## src/rtl/tbr_pkg.sv

```systemverilog
package tbr_pkg;

    typedef enum logic {
        RATE_FAST = 1'b0,
        RATE_SLOW = 1'b1
    } rate_e;

    typedef struct packed {
        logic out_bit;     // bit presented to the modulator
        logic req_n;       // active-low request to the host
        logic pend_valid;  // a bit is waiting for the next boundary
        logic pend_bit;    // the waiting bit
        logic started;     // at least one bit emitted since enable
        logic underrun;    // sticky starvation flag
        logic stb_prev;    // synchronized strobe, one cycle old
    } tbr_state_t;

    localparam tbr_state_t TBR_RESET = '{
        out_bit:    1'b1,
        req_n:      1'b1,
        pend_valid: 1'b0,
        pend_bit:   1'b0,
        started:    1'b0,
        underrun:   1'b0,
        stb_prev:   1'b0
    };

endpackage

```

## src/rtl/tbr_sync.sv

```systemverilog
module tbr_sync #(
    parameter int W      = 2,
    parameter int STAGES = 2
) (
    input  logic         clk,
    input  logic         rst_n,
    input  logic [W-1:0] d,
    output logic [W-1:0] q
);

    logic [W-1:0] stage_q [STAGES];

    for (genvar i = 0; i < STAGES; i++) begin : g_stage
        if (i == 0) begin : g_first
            always_ff @(posedge clk or negedge rst_n) begin
                if (!rst_n) stage_q[0] <= '0;
                else        stage_q[0] <= d;
            end
        end else begin : g_next
            always_ff @(posedge clk or negedge rst_n) begin
                if (!rst_n) stage_q[i] <= '0;
                else        stage_q[i] <= stage_q[i-1];
            end
        end
    end

    assign q = stage_q[STAGES-1];

endmodule

```

## src/rtl/tbr_bit_timer.sv

```systemverilog
module tbr_bit_timer #(
    parameter int FAST_CYC = 3072,
    parameter int SLOW_CYC = 49152
) (
    input  logic clk,
    input  logic rst_n,
    input  logic run,
    input  logic rate_slow,
    output logic tick
);

    localparam int MAX_CYC = (SLOW_CYC > FAST_CYC) ? SLOW_CYC : FAST_CYC;
    localparam int CNT_W   = $clog2(MAX_CYC + 1);
    localparam logic [CNT_W-1:0] FAST_LAST = CNT_W'(FAST_CYC - 1);
    localparam logic [CNT_W-1:0] SLOW_LAST = CNT_W'(SLOW_CYC - 1);

    logic [CNT_W-1:0] cnt_d, cnt_q;
    logic [CNT_W-1:0] last;

    always_comb begin
        last  = rate_slow ? SLOW_LAST : FAST_LAST;
        tick  = run && (cnt_q >= last);
        cnt_d = cnt_q + 1'b1;
        if (!run || tick) cnt_d = '0;
    end

    always_ff @(posedge clk or negedge rst_n) begin
        if (!rst_n) cnt_q <= '0;
        else        cnt_q <= cnt_d;
    end

endmodule

```

## src/rtl/tx_bit_retimer.sv

```systemverilog
module tx_bit_retimer
    import tbr_pkg::*;
#(
    parameter int FAST_CYC    = 3072,
    parameter int SLOW_CYC    = 49152,
    parameter int SYNC_STAGES = 2
) (
    input  logic clk,
    input  logic rst_n,
    input  logic tx_en,
    input  logic rate_slow,
    input  logic host_strobe,
    input  logic host_bit,
    output logic req_n,
    output logic mod_bit,
    output logic underrun
);

    logic       stb_s, bit_s;
    logic       tick;
    logic       stb_rise;
    tbr_state_t st_d, st_q;

    tbr_sync #(.W(2), .STAGES(SYNC_STAGES)) u_sync (
        .clk   (clk),
        .rst_n (rst_n),
        .d     ({host_strobe, host_bit}),
        .q     ({stb_s, bit_s})
    );

    tbr_bit_timer #(.FAST_CYC(FAST_CYC), .SLOW_CYC(SLOW_CYC)) u_timer (
        .clk       (clk),
        .rst_n     (rst_n),
        .run       (tx_en),
        .rate_slow (rate_slow),
        .tick      (tick)
    );

    assign stb_rise = stb_s & ~st_q.stb_prev;

    always_comb begin
        st_d          = st_q;
        st_d.stb_prev = stb_s;
        if (!tx_en) begin
            st_d.out_bit    = 1'b1;
            st_d.req_n      = 1'b1;
            st_d.pend_valid = 1'b0;
            st_d.pend_bit   = 1'b0;
            st_d.started    = 1'b0;
            st_d.underrun   = 1'b0;
        end else begin
            // boundary first: it sees only the bit waiting before this cycle
            if (tick) begin
                if (st_q.pend_valid) begin
                    st_d.out_bit    = st_q.pend_bit;
                    st_d.pend_valid = 1'b0;
                    st_d.started    = 1'b1;
                end else begin
                    st_d.out_bit = 1'b1;
                    if (st_q.started) st_d.underrun = 1'b1;
                end
            end
            // a strobe counts only while the request is being made
            if (stb_rise && !st_q.pend_valid) begin
                st_d.pend_valid = 1'b1;
                st_d.pend_bit   = bit_s;
            end
            st_d.req_n = st_d.pend_valid;
        end
    end

    always_ff @(posedge clk or negedge rst_n) begin
        if (!rst_n) st_q <= TBR_RESET;
        else        st_q <= st_d;
    end

    assign req_n    = st_q.req_n;
    assign mod_bit  = st_q.out_bit;
    assign underrun = st_q.underrun;

endmodule

```

## config.mk

```make
export PLATFORM = sky130hd
export DESIGN_NAME = tx_bit_retimer
export DESIGN_NICKNAME = d
export VERILOG_FILES = /design/src/rtl/tbr_pkg.sv /design/src/rtl/tbr_sync.sv /design/src/rtl/tbr_bit_timer.sv /design/src/rtl/tx_bit_retimer.sv
export SDC_FILE = /design/constraint.sdc
export NUM_CORES = 1
export LEC_CHECK = 0
export BUFFER_PORTS_ARGS = -buffer_cell sky130_fd_sc_hd__buf_2
export CAP_MARGIN = 20
export CORE_MARGIN = 4
export CORE_UTILIZATION = 57
export CTS_CLUSTER_SIZE = 28
export DETAILED_ROUTE_END_ITERATION = 7
export PLACE_DENSITY = 0.73
export SLEW_MARGIN = 10
export SYNTH_ARGS = -nofsm -noshare
export SYNTH_HDL_FRONTEND = slang
export SYNTH_SLANG_ARGS = --single-unit
```

## constraint.sdc

```tcl
create_clock -name clk -period 2.4 [get_ports clk]
set_input_delay 0.48 -clock clk [delete_from_list [all_inputs] [get_ports clk]]
set_output_delay 0.48 -clock clk [all_outputs]
set_load 0.05 [all_outputs]
```

# ---- Word-level counts from Yosys, hierarchy flattened
# Cells that the tools add are included.
dict set report totals {
  regBits 27
  in_bits 6
  output_inout_bits 3
  elab_cells 37
}
dict set report op_classes {
  addsub 1
  order_cmp 1
  eq_ne 5
  mux 11
  bitwise 2
  reduce_logical 7
}
# op count
set op_table {}
lappend op_table {{$mux W16} 2}
lappend op_table {{$add A16 B1 Y16 const B} 1}
lappend op_table {{$ge A16 B16 Y1} 1}
lappend op_table {{$ne A2 B1 Y1 const B} 4}
lappend op_table {{$mux W1} 6}
lappend op_table {{$mux W6} 1}
lappend op_table {{$mux W2} 2}
lappend op_table {{$reduce_and A3 Y1} 1}
lappend op_table {{$logic_and A1 B1 Y1} 2}
lappend op_table {{$logic_not A1 Y1} 2}
lappend op_table {{$ne A2 B2 Y1 const B} 1}
lappend op_table {{$reduce_and A2 Y1} 1}
lappend op_table {{$and A1 B1 Y1} 1}
lappend op_table {{$logic_or A1 B1 Y1} 1}
lappend op_table {{$not A1 Y1} 1}

# ---- Depth between registers and ports, before layout
# Gate-level depths: netlist (run 1).
dict set report depth {
  ltp_word 6
  mapped_depth 7
}

# ---- Hierarchy
# A second synthesis (run 1) with hierarchy kept.
dict set report hier_totals {
  cells_unflattened 119
  area_unflattened_um2 1366.3
}
# module instances cells_each area_each_um2 seq_area_each_um2
set modules_own_cells {}
lappend modules_own_cells {tbr_bit_timer 1 92 977.2 400.4}
lappend modules_own_cells {tx_bit_retimer 1 21 274.0 177.7}
lappend modules_own_cells {tbr_sync 1 6 115.1 100.1}

# ---- Worst setup path before layout (run 1)
# No wires, ideal clock.
dict set report synth_path {
  kind {input to register}
  startpoint {input rate_slow}
  endpoint {register u_timer.cnt_q[10]}
  setup_ps 86
  t_arrival_ps 1958
  t_required_ps 2314
  setup_slack_ps 355
  stages 7
  path_buffers 1
  path_cell_list {inv_1 -> ha_1 -> a211o_1 -> a21o_1 -> a211o_1 -> clkbuf_1 -> nor3_1}
}
dict set report synth_via {
  elab_chain_len 5
}
# element line_no
set synth_rtl {}
lappend synth_rtl {{start, declared} tx_bit_retimer.sv:11} ;# input logic rate_slow,
lappend synth_rtl {{$mux W16} tbr_bit_timer.sv:21} ;# last = rate_slow ? SLOW_LAST : FAST_LAST;
lappend synth_rtl {{$ge A16 B16 Y1} tbr_bit_timer.sv:22} ;# tick = run && (cnt_q >= last);
lappend synth_rtl {{$logic_and A1 B1 Y1} tbr_bit_timer.sv:22}
lappend synth_rtl {{$logic_or A1 B1 Y1} tbr_bit_timer.sv:24} ;# if (!run || tick) cnt_d = '0;
lappend synth_rtl {{$mux W16} tbr_bit_timer.sv:24}
lappend synth_rtl {{net u_timer.cnt_d[10]} tbr_bit_timer.sv:17} ;# logic [CNT_W-1:0] cnt_d, cnt_q;
lappend synth_rtl {{end signal, assigned} tbr_bit_timer.sv:29} ;# else cnt_q <= cnt_d;
lappend synth_rtl {{end, declared} tbr_bit_timer.sv:17}
# The timed path passes the listed nets, and every way through them passes these cells.
# A chain may end at the register's enable or synchronous reset.

# ---- Worst setup path in the final report (run 1)
dict set report layout_path {
  startpoint {register u_timer.cnt_q[13]}
  endpoint {register u_timer.cnt_q[8]}
}
dict set report layout_via {
  elab_chain_len 4
}
# element line_no
set layout_rtl {}
lappend layout_rtl {{$ge A16 B16 Y1} tbr_bit_timer.sv:22}
lappend layout_rtl {{$logic_and A1 B1 Y1} tbr_bit_timer.sv:22}
lappend layout_rtl {{$logic_or A1 B1 Y1} tbr_bit_timer.sv:24}
lappend layout_rtl {{$mux W16} tbr_bit_timer.sv:24}
lappend layout_rtl {{net u_timer.cnt_d[8]} tbr_bit_timer.sv:17}
# The timed path passes the listed nets, and every way through them passes these cells.

==> metrics.csv, run 1 <==
stage,metric,value,unit
critical_path,crit path DAT,2270,ps
logic_synthesis,"Seq/Total Area, Yosys",0.545,
power,Pwr Density,535,nW/um^2
timing,worst clock skew,3.28,ps
logic_synthesis,mapped cell area,1240,sq um
cts,CTS tree,yes,
logic_synthesis,Adder-Cell Fraction of Synth Area,0.0503,
cts,Hold Buf Count CTS,0,
global_routing,GRT Overall Usage,0.174,
drt,WL per Instance,13.8,um
drt,top routing layer in use,met3,
logic_synthesis,multiplexer share of the synthesized area,0.0161,
power,leakage power,0.578,nW
drt,met3 routed WL,60,um
timing,f_max,492,MHz
critical_path,crit path launch type,register,
critical_path,Worst Setup SP,u_timer.cnt_q[13],
cells_and_area,Syn-to-layout area delta,8.05,%
cts,clk sinks,27,
timing,Final period util,0.846,
cells_and_area,Inserted Diodes,0,
run_status,run status,"finished, final reports clean",
timing,max-slew violations,0,
power,worst vdd ir,0.000402,V
timing,min Tclk post-route,2030,ps
cts,PostCTS Resize Cnt,0,
global_routing,vias in the first global route,875,
logic_synthesis,Post-synth EDFFs,0,
critical_path,WS Path Type,register to register,
timing,worst setup margin,369,ps
critical_path,r2r startpoint,u_timer.cnt_q[13],
critical_path,Worst Path Max Fanout,16,
timing,setup_tns,0,ps
global_routing,first-pass GRT wire length,3.75,mm
global_routing,gr ovfl total,0,
timing,Worst-Margin Slew,590,ps
placed_design,"worst slack, placed",155,ps
cts,Root Driver,clkbuf_4,
cells_and_area,# nets final,136,
hold_path,worst hold path class,primary input to async pin,
logic_synthesis,largest family of logic cells by synthesized area,simple AND/OR/NAND/NOR gates,
logic_synthesis,main flop type after synthesis,dfrtp_1,
drt,met1 layer wirelength in the final routing,997,um
floorplanning,Die Y-Extent,54.7,um
cells_and_area,"commonest non-fill, non-tap cell in the layout",dfrtp_1,
placed_design,dpl hpwl,1.46,mm
logic_synthesis,syn avg cell area,10.9,sq um
logic_synthesis,simple-gate portion of the synthesized area,0.210,
cts,CTS max path bufs,2,
floorplanning,initial core utilization,0.615,
drt,drt drc,0,
logic_synthesis,synthesized flop and latch total,27,
logic_synthesis,syn_nets,125,
cts,Post-CTS Setup Inserts,0,
drt,vias per cell,5.78,
logic_synthesis,XOR/XNOR share of the synthesized area,0.0845,
logic_synthesis,post-synth cell types,25,
drt,DRT Pass-1 Iters,4,
cts,Worst-path clk slew,140,ps
cts,clk_lat worst skew,320,ps
drt,drt total wl,2.09,mm
cells_and_area,most frequent cells in the layout,"dfrtp_1, nor3_1, xnor2_1",
drt,met2 wirelength from detailed routing,1.03,mm
global_routing,number of antenna violations at the first check in global routing,0,
floorplanning,Rows,16,
cts,CTS buffer count,3,
logic_synthesis,Ys Warns,0,
floorplanning,die area,2990,sq um
timing,RSZ-0062 raised after global routing,no,
drt,via count,873,
logic_synthesis,Synth Area in Compound Gates,0.0694,
run,number of max-cap violations,0,
floorplanning,# IOs,9,
cells_and_area,Post-Route Utilization,0.665,
floorplanning,die width,54.7,um
logic_synthesis,Mapped Cells,114,
timing,Slew headroom,0.606,
logic_synthesis,Async SR Flop Fraction,1.00,
critical_path,Worst setup EP type,register,
cts,H-tree Lvls,1,
drt,Starting DRT DRC Count,9,
drt,remaining antenna violation count after routing,0,
placed_design,Buffers on Ports,8,
timing,Setup-failing EPs final,0,
critical_path,CP required,2640,ps
floorplanning,CORE AREA,2020,sq um
global_routing,pin count of the biggest net entering global routing,28,
placed_design,RePlAce Congestion,0.822,
cells_and_area,fraction of layout cells with a size suffix above 1,0.137,
timing,Hold Fails Final Rpt,0,
-- critical path, stage by stage (launching register included) --
cell and delay (ps):
dfrtp_1 460, ha_1 310, a211o_1 260, a21o_1 190, a211o_1 460, nor3_1 270
-- cell usage after synthesis (all sizes together), types with 3 or more instances --
| cell | instances | area share |
|---|---|---|
| dfrtp | 25 | 0.50 |
| nand2 | 8 | 0.024 |
| nand3 | 5 | 0.030 |
| nor3 | 17 | 0.068 |
| clkbuf | 3 | 0.0091 |
| nor2 | 5 | 0.015 |
| xor2 | 3 | 0.021 |
| ha | 5 | 0.050 |
| inv | 5 | 0.015 |
| nand4 | 4 | 0.020 |
| o21ai | 3 | 0.012 |
| a211oi | 3 | 0.018 |
| xnor2 | 9 | 0.063 |
| a211o | 3 | 0.021 |
| nor3b | 3 | 0.018 |
-- flip-flops by register name, summed over array words and instances, names as in the netlist --
signal / cells
u_sync.q: 2
st_q: 4
u_timer.cnt_q: 16
mod_bit: 1
req_n: 1
u_sync.stage_q: 2
underrun: 1
-- report_power, final --
part           switching (W)  internal, W   total, W
clock network       0.000133    0.0000637   0.000197
logic              0.0000299    0.0000137  0.0000436
registers         0.00000979     0.000468   0.000478
total               0.000173     0.000546   0.000719
-- cell families (layout without fill, tap and decap cells) --
| logic type | Yosys count | after routing |
|---|---|---|
| multiplexers | 2 | 2 |
| adder cells (fa/ha/maj) | 5 | 5 |
| XOR/XNOR | 12 | 12 |
| flip-flops | 27 | 27 |
| buffers and inverters | 8 | 18 |
| AO/OA/AOI/OAI | 12 | 12 |
| AND/OR/NAND/NOR | 48 | 48 |
-- worst paths after layout --
kind | end | slack, ps | cells past startpoint
max | u_timer.cnt_q[8] | 370 | 5
min | u_timer.cnt_q[14] | 130 | 1
max reg2reg | u_timer.cnt_q[8] | 370 | 5
min reg2reg | u_sync.q[1] | 370 | 0
max in group asynchronous | mod_bit | 1900 | 1
min in group clk | u_sync.stage_q[3] | 250 | 1
-- metal layers --
metal  global-route usage  vias to the layer above
met5                    0                        -
met3               0.0245                        0
met1                0.230                      437
li1                     -                      428
met4               0.0664                        0
met2                0.285                        8
-- layout make-up --
class,count,area [sq um]
Sequential cell,27,678
Fill cell,159,678
Multi-Input combinational cell,79,536
Timing Repair Buffer,9,47.5
Tap cell,27,33.8
Clock buffer,3,22.5
Inverter,5,18.8
Clock inverter,1,7.51
-- through the flow --
step           hold slack [ps]  total power (W)  std cells  instance area (sq um)
6_report                   129         0.000719        151                   1340
5_1_grt                    159         0.000751        151                   1340
4_1_cts                    144         0.000727        151                   1340
3_3_place_gp               333         0.000529        147                   1310
2_1_floorplan              184         0.000510        114                   1240
3_5_place_dp               342         0.000530        147                   1310
No activity file was read; power rests on OpenSTA's default activity.
==> run 2, diff against run 1 <==
Settings changed: ABC_AREA from default to 1.
Clock period 2.4 ns to 2 ns, I/O delays scaled along.
==> run 2 against run 1 <==
  * Global-route usage down 1.2 points
  * Critical endpoint is now mod_bit
  * Clock skew shrank 1.6 ps
  * Sequential share of layout area decreased by 3.6 points
  * Count of clock-buffer cells in the layout is the same
  * Worst hold slack worse by 76 ps
  * Non-clock buffer count shrank 1
  * Die area increased by 7.4%
  * Flip-flop and latch count is the same
  * Core utilization is 1.7 points lower
  * Highest routed layer is now met4
  * Cell count up 32%
  * Wire length rose by 13%
==> metrics.csv, run 2 <==
stage,metric,value,unit,change
cts,clk sinks,27,,unchanged
power,worst vdd ir,0.000656,V,+63%
timing,Hold Fails Final Rpt,0,,unchanged
power,Tot Pwr,0.000871,W,+21%
power,register share of total power,0.658,,-0.007
placed_design,placed cell areas,1420,sq um,+7.8%
cells_and_area,Syn-to-layout area delta,6.94,%,
power,Clock power frac,0.266,,-0.008
logic_synthesis,main flop type after synthesis,dfrtp_1,,
critical_path,WS Path Type,register to register,,
logic_synthesis,post-synth cell types,24,,-4.0%
critical_path,Worst path max stage delay,450,ps,about the same
cells_and_area,max reg flops,16,,unchanged
floorplanning,die width,56.7,um,+3.7%
cells_and_area,"Most flops, register",u_timer.cnt_q,,
timing,Worst-Margin Slew,572,ps,-18.0 ps
placed_design,RePlAce Congestion,0.855,,+4.0%
timing,Final period util,0.832,,-0.0142
cells_and_area,fin area,1450,sq um,+7.6%
global_routing,pin count of the biggest net entering global routing,28,,unchanged
run_status,run status,"finished, final reports clean",,
timing,f_max,601,MHz,+22%
cells_and_area,fraction of layout cells with a size suffix above 1,0.152,,+0.0150
power,Net Sw Power,0.000212,W,+23%
cts,clk_lat worst skew,310,ps,about the same
logic_synthesis,Async SR Flop Fraction,1.00,,unchanged
timing,min Tclk post-route,1660,ps,-367 ps
cells_and_area,# nets final,183,,+35%
power,power share of the combinational group,0.077,,+0.016
drt,WL per Instance,11.9,um,-14%
critical_path,CP required,2270,ps,-370 ps
timing,worst setup margin,336,ps,-33.1 ps
logic_synthesis,Yosys top cell area share,0.463,,-0.0405
logic_synthesis,mapped cell area,1350,sq um,+8.8%
floorplanning,Rows,17,,+1
critical_path,CP cell instances,ha_1 > inv_1 > nor2_1 > nand2_1 > nor2_1 > nand2_2 > nand3_4 > o21ai_0 > nand2_1,,
placed_design,Buffers on Ports,8,,unchanged
placed_design,dpl hpwl,1.85,mm,+26%
global_routing,first-pass GRT wire length,4.14,mm,+10%
hold_path,worst hold path class,primary input to async pin,,
global_routing,gr ovfl total,0,,unchanged
floorplanning,initial core utilization,0.606,,-0.00950
drt,remaining antenna violation count after routing,0,,unchanged
logic_synthesis,Post-synth EDFFs,0,,unchanged
global_routing,vias in the first global route,966,,+10%
cells_and_area,Inserted Diodes,0,,unchanged
cts,Post-CTS Setup Inserts,0,,unchanged
timing,max-slew violations,0,,unchanged
critical_path,Critical-path top delay cell,dfrtp_1,,
drt,Starting DRT DRC Count,22,,+13
timing,Setup-failing EPs final,0,,unchanged
critical_path,Top delay family on crit path,simple AND/OR/NAND/NOR gates,,
critical_path,flop2flop setup slack,340,ps,-30 ps
logic_synthesis,syn_nets,171,,+37%
power,leakage power,0.720,nW,+24%
cts,CTS tree,yes,,
floorplanning,Die Y-Extent,56.7,um,+3.7%
logic_synthesis,most common cell in the netlist,nand2_1,,
logic_synthesis,syn avg cell area,8.45,sq um,-23%
logic_synthesis,synth cell count leaders,"nand2_1, nor2_1, dfrtp_1",,
timing,worst clock skew,1.66,ps,-1.62 ps
floorplanning,die area,3220,sq um,+7.4%
cells_and_area,Post-Route Utilization,0.648,,-0.0170
timing,Slew headroom,0.619,,+0.0125
power,Cell Int Power,0.000659,W,+21%
logic_synthesis,synthesized flop and latch total,27,,unchanged
logic_synthesis,Ys Warns,0,,unchanged
cts,Root Driver,clkbuf_4,,
global_routing,GRT Overall Usage,0.162,,-0.0122
cts,Worst-path clk slew,140,ps,about the same
cells_and_area,most frequent cells in the layout,"nand2_1, nor2_1, dfrtp_1",,
logic_synthesis,top post-synthesis cells by area,"dfrtp_1, nand2_1, nor2_1",,
global_routing,number of antenna violations at the first check in global routing,0,,unchanged
floorplanning,CORE AREA,2230,sq um,+10%
power,sw frac,0.244,,+0.00307
power,Pwr Density,603,nW/um^2,+13%
run,number of max-cap violations,0,,unchanged
drt,vias per cell,5.13,,-11%
critical_path,WP buf/inv,1,,+1
drt,DRT Pass-1 Iters,4,,unchanged
timing,setup_tns,0,ps,unchanged
cts,PostCTS Resize Cnt,0,,unchanged
logic_synthesis,dominant cell type by area after synthesis,dfrtp_1,,
timing,RSZ-0062 raised after global routing,no,,
drt,drt total wl,2.37,mm,+13%
logic_synthesis,Mapped Cells,160,,+40%
cts,H-tree Lvls,1,,unchanged
cts,CTS buffer count,3,,unchanged
cells_and_area,"commonest non-fill, non-tap cell in the layout",nand2_1,,
critical_path,crit path launch type,register,,
floorplanning,# IOs,9,,unchanged
drt,drt drc,0,,unchanged
drt,via count,1020,,+17%
placed_design,"worst slack, placed",173,ps,+17.8 ps
cells_and_area,Fillers,195,,+23%
cts,Hold Buf Count CTS,0,,unchanged
cells_and_area,registers with the most flip-flops,"u_timer.cnt_q: 16 flops, st_q: 4 flops",,
critical_path,Worst setup EP type,register,,
critical_path,crit path DAT,1930,ps,-340 ps
cts,CTS max path bufs,2,,unchanged
logic_synthesis,"Seq/Total Area, Yosys",0.501,,-0.0439
critical_path,Worst Path Max Fanout,17,,+1
run 2: cell count changes in the layout (fill, tap and decap cells not counted), sizes merged, moves of 3 or more:
cell	delta
nor3	-12
xor2	+4
a21oi	+3
nand2	+30
inv	+17
a211o	-3
nor3b	-3
nand3	+4
a211oi	-3
xnor2	-8
nor2	+28
run 2: layer usage:
| metal | part of all wire | global-route usage | vias to the layer above |
|---|---|---|---|
| met5 | 0 | 0 | - |
| met4 | 0.016 | 0.0441 | 0 |
| met3 | 0.019 | 0.0276 | 4 |
| met2 | 0.50 | 0.262 | 11 |
| met1 | 0.46 | 0.222 | 486 |
| li1 | - | - | 519 |
run 2: final timing paths:
| kind | endpoint | cells past startpoint | from |
|---|---|---|---|
| min reg2reg | u_sync.q[0] | 0 | u_sync.stage_q[2] |
| max | mod_bit | 9 | u_timer.cnt_q[15] |
| max reg2reg | mod_bit | 9 | u_timer.cnt_q[15] |
| min | u_timer.cnt_q[6] | 1 | rst_n |
| max in group asynchronous | req_n | 1 | rst_n |
| min in group clk | u_sync.stage_q[3] | 1 | host_strobe |
run 2: kinds of logic (layout without fill, tap and decap cells):
kind of cell / after synthesis / in the layout / share of synthesized area
xor gates and xnor gates: 8 / 8 / 0.0518
AOI/OAI and AO/OA: 7 / 7 / 0.0287
buffers and inverters: 24 / 35 / 0.0722
DFF: 27 / 27 / 0.501
and+or+nand+nor: 89 / 89 / 0.300
adders and majority gates: 5 / 5 / 0.0463
run 2: final cells by class:
cell class	count	area (sq um)	area share
clock buffers	3	22.5	0.0156
clock inverters	1	7.51	0.00519
inverters	23	86.3	0.0597
multi-input cells	109	577	0.399
flip-flops and latches	27	678	0.469
well taps	28	35.0	0.0242
repair buffers	8	40.0	0.0277
run 2: metrics by stage:
stage	std cells	hold WS, ps
6_report	199	53.4
5_1_grt	199	87.1
4_1_cts	199	73.8
3_5_place_dp	195	337
3_3_place_gp	195	332
2_1_floorplan	160	104
run 2: power by group through the flow:
stage / Clock (W) / Sequential [W] / Combinational, W
floorplan: 0 / 0.000594 / 0.0000310
global placement: 0 / 0.000582 / 0.0000651
detailed placement: 0 / 0.000584 / 0.0000685
CTS: 0.000239 / 0.000573 / 0.0000687
global route: 0.000267 / 0.000576 / 0.0000757
finish: 0.000232 / 0.000573 / 0.0000669
